File: src/rtl/trim_pkg.sv
package trim_pkg;
  // Segments of the random-read transaction, in bus order.
  typedef enum logic [2:0] {
    SG_IDLE, SG_START1, SG_DEVW, SG_ADDR, SG_START2, SG_DEVR, SG_DATA, SG_STOP
  } seg_e;
endpackage

File: src/rtl/trim_thermo_idx.sv
module trim_thermo_idx #(
  parameter int TEMP_W = 16,
  parameter int NPOINT = 14,
  localparam int IDX_W = $clog2(NPOINT)
) (
  input  logic [TEMP_W-1:0] therm,
  output logic              valid,
  output logic [IDX_W-1:0]  idx
);
  localparam int CNT_W = $clog2(TEMP_W + 1);
  logic [CNT_W-1:0] ones;

  always_comb begin
    ones = '0;
    for (int i = 0; i < TEMP_W; i++) ones = ones + CNT_W'(therm[i]);
    // contiguous fill from bit 0: adding one clears every set bit
    valid = ((therm & (therm + TEMP_W'(1))) == '0);
    if (ones > CNT_W'(NPOINT - 1)) idx = IDX_W'(NPOINT - 1);
    else                           idx = ones[IDX_W-1:0];
  end
endmodule

File: src/rtl/trim_onehot_dec.sv
module trim_onehot_dec #(
  parameter int CODE_W = 4,
  localparam int SEL_W = 1 << CODE_W
) (
  input  logic [CODE_W-1:0] code,
  output logic [SEL_W-1:0]  sel
);
  for (genvar i = 0; i < SEL_W; i++) begin : g_bit
    assign sel[i] = (code == CODE_W'(i));
  end
endmodule

File: src/rtl/trim_i2c_rd.sv
module trim_i2c_rd #(
  parameter int         DIV      = 4,
  parameter logic [6:0] DEV_ADDR = 7'h50
) (
  input  logic       clk,
  input  logic       rst_n,
  input  logic       start,
  input  logic [7:0] word_addr,
  input  logic       sda_in,
  output logic       busy,
  output logic       done,
  output logic       ok,
  output logic [7:0] rd_byte,
  output logic       scl_low,
  output logic       sda_low
);
  import trim_pkg::*;
  localparam int DIV_W = (DIV > 1) ? $clog2(DIV) : 1;

  seg_e             seg;
  logic [1:0]       q;
  logic [3:0]       bitn;
  logic [7:0]       shreg, rx, waddr;
  logic             nak, fail, tick, is_byte, tx_bit;
  logic [DIV_W-1:0] dcnt;

  assign tick    = (dcnt == '0);
  assign busy    = (seg != SG_IDLE);
  assign is_byte = (seg == SG_DEVW) || (seg == SG_ADDR) || (seg == SG_DEVR) || (seg == SG_DATA);
  // released (1) for ack slots, data bits and the closing NACK
  assign tx_bit  = (seg == SG_DATA) || (bitn == 4'd8) || shreg[7];

  always_ff @(posedge clk) begin
    if (!rst_n) dcnt <= '0;
    else if (tick) dcnt <= DIV_W'(DIV - 1);
    else dcnt <= dcnt - DIV_W'(1);
  end

  always_ff @(posedge clk) begin
    if (!rst_n) begin
      seg <= SG_IDLE; q <= '0; bitn <= '0; shreg <= '0; rx <= '0; waddr <= '0;
      nak <= 1'b0; fail <= 1'b0; done <= 1'b0; ok <= 1'b0; rd_byte <= '0;
      scl_low <= 1'b0; sda_low <= 1'b0;
    end else begin
      done <= 1'b0;
      if (seg == SG_IDLE) begin
        if (start) begin
          seg <= SG_START1; q <= '0; waddr <= word_addr; fail <= 1'b0;
        end
      end else if (tick) begin
        q <= q + 2'd1;
        case (seg)
          SG_START1, SG_START2: begin
            case (q)
              2'd0: sda_low <= 1'b0;
              2'd1: scl_low <= 1'b0;
              2'd2: sda_low <= 1'b1;
              default: begin
                scl_low <= 1'b1;
                bitn    <= '0;
                seg     <= (seg == SG_START1) ? SG_DEVW : SG_DEVR;
                shreg   <= (seg == SG_START1) ? {DEV_ADDR, 1'b0} : {DEV_ADDR, 1'b1};
              end
            endcase
          end
          SG_STOP: begin
            case (q)
              2'd0: sda_low <= 1'b1;
              2'd1: scl_low <= 1'b0;
              2'd2: sda_low <= 1'b0;
              default: begin
                seg  <= SG_IDLE;
                done <= 1'b1;
                ok   <= ~fail;
                if (!fail) rd_byte <= rx;
              end
            endcase
          end
          default: begin
            case (q)
              2'd0: sda_low <= ~tx_bit;
              2'd1: scl_low <= 1'b0;
              2'd2: begin
                if (seg == SG_DATA && bitn != 4'd8) rx <= {rx[6:0], sda_in};
                if (bitn == 4'd8) nak <= sda_in;
              end
              default: begin
                scl_low <= 1'b1;
                if (bitn == 4'd8) begin
                  bitn <= '0;
                  if (seg != SG_DATA && nak) begin
                    fail <= 1'b1;
                    seg  <= SG_STOP;
                  end else begin
                    case (seg)
                      SG_DEVW: begin seg <= SG_ADDR; shreg <= waddr; end
                      SG_ADDR: seg <= SG_START2;
                      SG_DEVR: seg <= SG_DATA;
                      default: seg <= SG_STOP;
                    endcase
                  end
                end else begin
                  bitn  <= bitn + 4'd1;
                  shreg <= {shreg[6:0], 1'b0};
                end
              end
            endcase
          end
        endcase
      end
    end
  end

  // an idle master leaves both lines released
  p_idle_release_r8: assert property (@(posedge clk) disable iff (!rst_n)
    !busy |-> (!scl_low && !sda_low));
  // within a byte, data only moves while the clock is low
  p_sda_hold_r5: assert property (@(posedge clk) disable iff (!rst_n)
    (is_byte && !scl_low && $past(!scl_low)) |-> $stable(sda_low));
endmodule

File: src/rtl/trim_fetch.sv
module trim_fetch #(
  parameter int         TEMP_W     = 16,
  parameter int         NPOINT     = 14,
  parameter int         CODE_W     = 4,
  parameter int         DIV        = 4,
  parameter logic [6:0] DEV_ADDR   = 7'h50,
  parameter logic [7:0] BASE_ADDR  = 8'h10,
  parameter int         RESET_CODE = 8,
  localparam int        SEL_W      = 1 << CODE_W
) (
  input  logic              clk,
  input  logic              rst_n,
  input  logic [TEMP_W-1:0] temp_code,
  input  logic              sda_in,
  output logic              scl_low,
  output logic              sda_low,
  output logic [CODE_W-1:0] code_a,
  output logic [CODE_W-1:0] code_s,
  output logic [SEL_W-1:0]  sel_a,
  output logic [SEL_W-1:0]  sel_s,
  output logic              busy,
  output logic              err
);
  localparam int IDX_W = $clog2(NPOINT);

  logic             t_valid, cur_vld, loaded_vld;
  logic [IDX_W-1:0] t_idx, cur_idx, loaded_idx, fetch_idx;
  logic             m_start, m_done, m_ok;
  logic [7:0]       m_byte, word_addr;

  trim_thermo_idx #(.TEMP_W(TEMP_W), .NPOINT(NPOINT)) u_idx (
    .therm(temp_code), .valid(t_valid), .idx(t_idx));

  assign m_start   = cur_vld && !(loaded_vld && cur_idx == loaded_idx) && !busy && !m_done;
  assign word_addr = BASE_ADDR + 8'(cur_idx);

  trim_i2c_rd #(.DIV(DIV), .DEV_ADDR(DEV_ADDR)) u_bus (
    .clk(clk), .rst_n(rst_n), .start(m_start), .word_addr(word_addr), .sda_in(sda_in),
    .busy(busy), .done(m_done), .ok(m_ok), .rd_byte(m_byte),
    .scl_low(scl_low), .sda_low(sda_low));

  always_ff @(posedge clk) begin
    if (!rst_n) begin
      cur_vld <= 1'b0; cur_idx <= '0; loaded_vld <= 1'b0; loaded_idx <= '0; fetch_idx <= '0;
      code_a <= CODE_W'(RESET_CODE); code_s <= CODE_W'(RESET_CODE); err <= 1'b0;
    end else begin
      if (t_valid) begin
        cur_vld <= 1'b1;
        cur_idx <= t_idx;
      end
      if (m_start) fetch_idx <= cur_idx;
      if (m_done) begin
        if (m_ok) begin
          code_a     <= m_byte[2*CODE_W-1:CODE_W];
          code_s     <= m_byte[CODE_W-1:0];
          loaded_idx <= fetch_idx;
          loaded_vld <= 1'b1;
          err        <= 1'b0;
        end else begin
          err <= 1'b1;
        end
      end
    end
  end

  trim_onehot_dec #(.CODE_W(CODE_W)) u_dec_a (.code(code_a), .sel(sel_a));
  trim_onehot_dec #(.CODE_W(CODE_W)) u_dec_s (.code(code_s), .sel(sel_s));

  // codes move only on a completed, acknowledged read
  p_codes_hold_r6: assert property (@(posedge clk) disable iff (!rst_n)
    !(m_done && m_ok) |=> ($stable(code_a) && $stable(code_s)));
  // a failed transfer raises the error flag
  p_err_on_fail_r7: assert property (@(posedge clk) disable iff (!rst_n)
    (m_done && !m_ok) |=> err);
  // decoder outputs one-hot at the code position
  p_sel_onehot_r9: assert property (@(posedge clk) disable iff (!rst_n)
    sel_a[code_a] && sel_s[code_s] && $countones(sel_a) == 1 && $countones(sel_s) == 1);
endmodule

File: config.mk
export PLATFORM = sky130hd
export DESIGN_NAME = trim_fetch
export DESIGN_NICKNAME = d
export VERILOG_FILES = /design/src/rtl/trim_pkg.sv /design/src/rtl/trim_thermo_idx.sv /design/src/rtl/trim_onehot_dec.sv /design/src/rtl/trim_i2c_rd.sv /design/src/rtl/trim_fetch.sv
export SDC_FILE = /design/constraint.sdc
export NUM_CORES = 1
export LEC_CHECK = 0
export BUFFER_PORTS_ARGS = -buffer_cell sky130_fd_sc_hd__buf_4
export CAP_MARGIN = 15
export CELL_PAD_IN_SITES_DETAIL_PLACEMENT = 0
export CELL_PAD_IN_SITES_GLOBAL_PLACEMENT = 1
export CORE_MARGIN = 4
export CORE_UTILIZATION = 25
export CTS_BUF_LIST = sky130_fd_sc_hd__clkbuf_4 sky130_fd_sc_hd__clkbuf_8 sky130_fd_sc_hd__clkbuf_16
export DETAILED_ROUTE_END_ITERATION = 10
export MAX_ROUTING_LAYER = met4
export PLACE_DENSITY = 0.59
export SLEW_MARGIN = 20
export SYNTH_ARGS = -nofsm -noshare
export SYNTH_HDL_FRONTEND = slang
export SYNTH_HIERARCHICAL = 1
export SYNTH_SLANG_ARGS = --single-unit
File: constraint.sdc
create_clock -name clk -period 5.1 [get_ports clk]
set_input_delay 1.02 -clock clk [delete_from_list [all_inputs] [get_ports clk]]
set_output_delay 1.02 -clock clk [all_outputs]
set_load 0.005 [all_outputs]
==> summary.txt, run 1 <==
Global route
  – Pin count of the biggest net entering global routing: 46
  – Initial antenna violation count: 0
  – Via count of the first global-routing pass: ~3400
  – Tot GR Track Use: 10.6%
  – Aggregate global routing overflow: 0
  – Global-route wire length before repair: between 15000 and 20000 µm

Synthesis
  – Number of distinct standard cells referenced by the synthesized netlist: 70
  – Syn Std Cell Area: 4560 µm²
  – Top cells by instance count after synthesis: nand2_1, dfxtp_1, inv_1
  – Portion of synthesized cell area occupied by the leading cell type: roughly a third
  – Count leader, synth: nand2_1
  – Average cell area after synthesis: approximately 8.7 µm²
  – Fraction of the yosys area taken by sequential cells: 31.6%
  – Number of flops mapped to enable cells by yosys: 0
  – Cell accounting for the most synthesized area: dfxtp_1
  – Primary FF master, synth: dfxtp_1
  – Gate Count Post-Synth: 525
  – Cell types with the largest area share after synthesis: dfxtp_1, nand2_1, mux2i_1
  – Synth async-reset ratio: 0%
  – YS warnings: 6
  – Yosys reg bits: 72

Worst setup path
  – Slowest stage cell on the critical path: fa_1
  – Crit path top cell by count: fa_1
  – Arrival time at the worst endpoint: 4680 ps
  – Required @ worst endpoint: 5320 ps
  – Source of the critical timing path: temp_code[0]
  – Crit Path Category: in -> reg
  – Startpoint of the worst-slack reg-to-reg timing path: u_bus/seg[1]
  – Worst setup SP type: input pin
  – Buf/Inv on CP: 3
  – Capture point of the critical path: cur_idx[0]
  – Worst Setup End Kind: register
  – Max Fanout on Critical Path: 9
  – Critical path's largest stage delay: 580 ps
  – Series of cell instances along the critical path: buf_4 -> inv_1 -> fa_1 -> fa_1 -> fa_1 -> fa_1 -> inv_1 -> ha_1 -> fa_1 -> nor2b_1 -> and2_1 -> o21ai_0 -> nand4_1 -> mux2i_1 -> nor2b_1
  – Flop2flop setup slack: 1830 ps
  – RR Endpoint: u_bus/seg[0]
  – Dominant delay contributor by cell family on the critical path: adder cells
  – Count of cells along the worst register-to-register path: 9
  – Cell depth of the worst setup path: 15

CTS
  – Number of CTS-inserted buffers: 9
  – H-Tree Level Count: 3
  – Buffer levels on the longest clock path: 2
  – Post-CTS Hold Buffers: 0
  – Clock transition at path regs: 60 ps
  – Clock tree root buffer cell: clkbuf_16
  – Number of setup buffers added after CTS: 0
  – Clock latency of the later-clocked register in the worst-skew pair: 330 ps
  – Resize count post-CTS: 0
  – CTS sink cnt: 72
  – TritonCTS clock tree: done

Final layout
  – Number of standard cells in the final layout excluding fillers: 801
  – Area of all placed cells without fillers: 5420 µm²
  – Area growth syn-to-layout: 19.0%
  – Total inserted antenna cells: 0
  – Fraction of final layout cells sized beyond drive strength 1: 21.3%
  – Fill count: 1870
  – Nets: 610

Power
  – Sw power: 0.434 mW
  – Switching power as a share of total power: about 30%
  – Part of the power in the clock network: 41.4%
  – Leakage: 2.07 nW
  – Max rail drop VDD: ~0.00014 V
  – Total power draw: 1.46 mW
  – PwrDens: 270 nW/µm²
  – Internal portion of total power: 1.03 mW
  – Part of the power in combinational logic: 20.0%
  – Part of the power in registers: 38.6%

Detailed routing
  – Ratio of routed vias to standard cells: roughly 4.8
  – 1st-pass router iterations: 5
  – Total routed wirelength: 10600 µm
  – Detailed Route Iter0 Violations: 260
  – DRC viols: 0
  – Via count: 3821
  – Avg WL per Cell: 13.2 µm
  – Routed Antenna Nets: 0

Timing
  – Setup Skew: a little over 9 ps
  – Achievable frequency: 0.224 GHz
  – Max-Slew Margin vs Limit: 29.8%
  – Final number of setup-violating endpoints: 0
  – Clock period minus final worst setup slack: 4460 ps
  – Endpoints failing hold: 0
  – Max Transition Viols Final: 0
  – Unrepaired setup endpoints after global routing: no
  – Tightest hold margin: 462 ps
  – Period utilization: between 80% and 90%
  – Setup total negative slack: 0 ps
  – Slew at the pin closest to its max-slew limit: 1050 ps

Worst hold path
  – Path type of the worst min-delay path: reg -> reg

Floorplan
  – Cell row count: 49
  – Die outline height: 143 µm
  – Top-level port count: 63
  – Area enclosed by the die boundary: 20500 µm²
  – Die X-Extent: 143 µm
  – Starting Density: 25.4%
  – Area of the core: ~18000 µm²

Place
  – Post-detailed-placement cell area: 5130 µm²
  – Placer's final routability congestion estimate: 0.785
  – Half-perimeter wire length of the detailed placement result: 7630 µm
  – Port-buffer cells: 62
  – Post-Place Cells: 785

Run status
  – Outcome: complete, no violations

Flow run
  – Max_cap viols: 0
==> cell families (layout without fill, tap and decap cells) <==
logic type | Yosys count | after routing | share of synthesized area (%)
and+or+nand+nor | 219 | 219 | 29.0
adders and majority gates | 24 | 24 | 8.23
xor gates and xnor gates | 3 | 3 | 0.741
muxes | 30 | 30 | 6.64
buffers and inverters | 71 | 116 | 7.52
other | 2 | 4 | 0.165
AOI/OAI and AO/OA | 104 | 104 | 16.1
DFF | 72 | 72 | 31.6
==> worst min path at each step <==
| stage | start | slack, ps | cells past startpoint | to |
|---|---|---|---|---|
| floorplan | cur_vld | 420 | 1 | cur_vld |
| global placement | u_bus/waddr[6] | 450 | 2 | u_bus/waddr[6] |
| detailed placement | u_bus/waddr[6] | 450 | 2 | u_bus/waddr[6] |
| CTS | fetch_idx[3] | 470 | 2 | loaded_idx[3] |
| global route | u_bus/shreg[0] | 480 | 2 | u_bus/shreg[0] |
| finish | fetch_idx[3] | 460 | 2 | loaded_idx[3] |
==> flip-flops by register name, summed over array words and instances, names as in the netlist, 2 cells and up <==
name and flops:
cur_idx 4, u_bus/q 2, code_s 4, u_bus/waddr 8, u_bus/rd_byte 8, u_bus/shreg 8
code_a 4, fetch_idx 4, u_bus/rx 8, u_bus/bitn 4, u_bus/seg 3, loaded_idx 4
u_bus/dcnt 2
==> through the flow <==
step / utilization (%) / worst slack [ps]
floorplan: - / 554
global placement: 28.6 / 320
detailed placement: 28.6 / 272
CTS: 30.1 / 627
global route: 30.2 / 405
finish: 30.2 / 640
==> worst min-delay path: stages, from the launching register on <==
cell and delay (ps):
dfxtp_1 310, nand2_1 50, a21boi_0 60
==> per-layer routing <==
layer / track usage, % / wire length (µm) / up-vias
li1: - / - / 1942
met1: 14.3 / 5030 / 1775
met2: 16.2 / 4820 / 94
met3: 2.68 / 679 / 10
met4: 1.75 / 71 / 0
met5: - / 0 / -
==> power by group through the flow <==
stage / Sequential [mW] / Clock (mW) / Combinational (mW)
after floorplan: 0.577 / 0 / 0.229
after global placement: 0.578 / 0 / 0.294
after detailed placement: 0.578 / 0 / 0.297
after CTS: 0.565 / 0.628 / 0.298
after global routing: 0.565 / 0.656 / 0.347
final: 0.565 / 0.606 / 0.292
==> layout make-up <==
| cell class | count | area [µm²] | share of cell area (%) |
|---|---|---|---|
| multi-input combinational | 384 | 2790 | 51.5 |
| clock inverter | 7 | 61.3 | 1.13 |
| inverter | 36 | 138 | 2.54 |
| tap | 229 | 287 | 5.28 |
| sequential | 72 | 1440 | 26.6 |
| clock buffer | 9 | 225 | 4.15 |
| timing repair buffer | 64 | 480 | 8.86 |
==> layout by cell type, fill, tap and decap left out, types with 5 or more instances in the layout <==
cell and instances:
dfxtp_1 72, a21oi_1 23, nor4b_2 8, o21ai_1 5
nand3_1 13, o21ai_0 16, inv_1 32, nor3_1 9
a21boi_0 10, nand2_1 82, clkbuf_16 9, and4b_1 8
ha_1 14, nor2b_1 10, o2111ai_1 5, a211o_1 6
fa_1 10, nor2_1 31, and4bb_2 12, o21a_1 5
nor3b_1 7, mux2i_1 28, buf_4 64, and3_1 6
No activity file was read; power rests on OpenSTA's default activity.
==> run 2, diff against run 1 <==
--- a/config.mk
+++ b/config.mk
@@ -14,7 +14,7 @@
 export CTS_BUF_LIST = sky130_fd_sc_hd__clkbuf_4 sky130_fd_sc_hd__clkbuf_8 sky130_fd_sc_hd__clkbuf_16
 export DETAILED_ROUTE_END_ITERATION = 10
 export MAX_ROUTING_LAYER = met4
-export PLACE_DENSITY = 0.59
+export PLACE_DENSITY = 0.61
 export SLEW_MARGIN = 20
 export SYNTH_ARGS = -nofsm -noshare
 export SYNTH_HDL_FRONTEND = slang
==> run 2 against run 1 <==
Effect of this change: utilization rose by 0.10 points; worst hold slack lost 2.4 ps; largest power group unchanged; sequential cell count stayed put.
==> summary.txt, run 2 (same netlist as run 1, synthesis figures left out) <==
Final layout
  – Fraction of final layout cells sized beyond drive strength 1: 21.3%
  – Area growth syn-to-layout: 19.4%
  – Most used cells in the layout excluding fill and tap cells: nand2_1, dfxtp_1, buf_4
  – Total inserted antenna cells: 0
  – Fill count: 1881
  – Post-Route Utilization: approximately 30%
  – Area of all placed cells without fillers: 5440 µm²
  – Nets: 610
  – Most common cell after layout, fill and taps aside: nand2_1

Timing
  – Period utilization: 87.8%
  – Max-Slew Margin vs Limit: 24.8%
  – Endpoints failing hold: 0
  – Final number of setup-violating endpoints: 0
  – Unrepaired setup endpoints after global routing: no
  – Setup Skew: 5.25 ps
  – Slew at the pin closest to its max-slew limit: roughly 1100 ps
  – Achievable frequency: approximately 0.22 GHz
  – Max Transition Viols Final: 0
  – Minimum setup slack in the final design: about 620 ps
  – Setup total negative slack: 0 ps
  – Clock period minus final worst setup slack: 4480 ps

Worst setup path
  – Dominant delay contributor by cell family on the critical path: adder cells
  – Critical path's largest stage delay: roughly 570 ps
  – Worst setup SP type: input pin
  – Series of cell instances along the critical path: buf_4 -> inv_1 -> fa_1 -> fa_1 -> fa_1 -> fa_1 -> inv_1 -> ha_1 -> fa_1 -> nor2b_1 -> and2_1 -> o21ai_0 -> nand4_1 -> mux2i_1 -> nor2b_1
  – Slowest stage cell on the critical path: fa_1
  – Required @ worst endpoint: 5320 ps
  – Worst Setup End Kind: register
  – Buf/Inv on CP: 3
  – Max Fanout on Critical Path: 9
  – Crit Path Category: in -> reg
  – Crit path top cell by count: fa_1
  – Arrival time at the worst endpoint: 4700 ps

Global route
  – Aggregate global routing overflow: 0
  – Pin count of the biggest net entering global routing: 46
  – Tot GR Track Use: about a tenth
  – Global-route wire length before repair: 17700 µm
  – Initial antenna violation count: 0
  – Via count of the first global-routing pass: 3643

CTS
  – Number of CTS-inserted buffers: 9
  – Clock latency of the later-clocked register in the worst-skew pair: 330 ps
  – Clock transition at path regs: 60 ps
  – CTS sink cnt: a little over 70
  – Buffer levels on the longest clock path: 2
  – H-Tree Level Count: 3
  – Resize count post-CTS: 0
  – Number of setup buffers added after CTS: 0
  – Clock tree root buffer cell: clkbuf_16
  – TritonCTS clock tree: done
  – Post-CTS Hold Buffers: 0

Place
  – Port-buffer cells: 62
  – Pre-CTS WS: 283 ps
  – Post-detailed-placement cell area: 5130 µm²
  – Placer's final routability congestion estimate: 0.838
  – Half-perimeter wire length of the detailed placement result: 7490 µm

Detailed routing
  – Detailed Route Iter0 Violations: 234
  – Ratio of routed vias to standard cells: about 4.8
  – Avg WL per Cell: 13.1 µm
  – Routed Antenna Nets: 0
  – DRC viols: 0
  – Total routed wirelength: between 10000 and 15000 µm
  – Via count: 3816
  – 1st-pass router iterations: 4

Floorplan
  – Area enclosed by the die boundary: 20500 µm²
  – Die outline height: 143 µm
  – Starting Density: approximately 25%
  – Die X-Extent: between 100 and 150 µm
  – Area of the core: 18000 µm²
  – Cell row count: 49
  – Top-level port count: 63

Run status
  – Outcome: complete, no violations

Power
  – PwrDens: 275 nW/µm²
  – Total power draw: 1.50 mW
  – Leakage: 2.08 nW
  – Max rail drop VDD: between 0.00015 and 0.0002 V

Flow run
  – Max_cap viols: 0

Worst hold path
  – Path type of the worst min-delay path: reg -> reg
run 2: changes by cell type in the layout (fill, tap and decap cells not counted):
| cell | before | now |
|---|---|---|
| bufinv_16 | 0 | 1 |
| clkinv_2 | 0 | 1 |
| clkinv_4 | 1 | 2 |
| clkinvlp_4 | 2 | 1 |
| inv_6 | 3 | 1 |
run 2: power by group:
| part | switching [mW] | internal [mW] | total, mW |
|---|---|---|---|
| clock | 0.258 | 0.385 | 0.642 |
| combinational | 0.165 | 0.127 | 0.292 |
| sequential | 0.000571 | 0.564 | 0.565 |
run 2: through the flow:
step | hold WS, ps | instances
2_1_floorplan | 420 | 527
3_3_place_gp | 448 | 785
3_5_place_dp | 457 | 785
4_1_cts | 465 | 801
5_1_grt | 473 | 801
6_report | 460 | 801
run 2: final timing paths:
path / from / to / slack, ps / cells past startpoint
max: temp_code[0] / cur_idx[0] / 620 / 15
min reg2reg: u_bus/shreg[2] / u_bus/shreg[2] / 460 / 2
min: u_bus/shreg[2] / u_bus/shreg[2] / 460 / 2
max reg2reg: u_bus/seg[1] / u_bus/seg[0] / 1890 / 9
run 2: cell type report:
cell class	count	area, µm²	area share (%)
timing repair buffer	64	480	8.83
sequential	72	1440	26.5
clock buffer	9	225	4.14
inverter	36	138	2.53
clock inverter	7	80.1	1.47
multi-input combinational	384	2790	51.3
tap	229	287	5.26
run 2: worst register-to-register path, stage by stage (launching register included):
cell and delay, ps:
dfxtp_1 610, nor3_2 480, inv_1 230, nor3b_1 220
buf_4 190, o31a_2 200, or4b_1 680, o211ai_1 200
a21oi_1 90, o211a_1 200
run 2: layer usage:
metal | wire length, µm | track usage [%] | vias to the layer above
met3 | 444 | 2.58 | 6
li1 | - | - | 1942
met2 | 4850 | 16.9 | 59
met5 | 0 | - | -
met1 | 5140 | 13.8 | 1809
met4 | 51 | 2.30 | 0
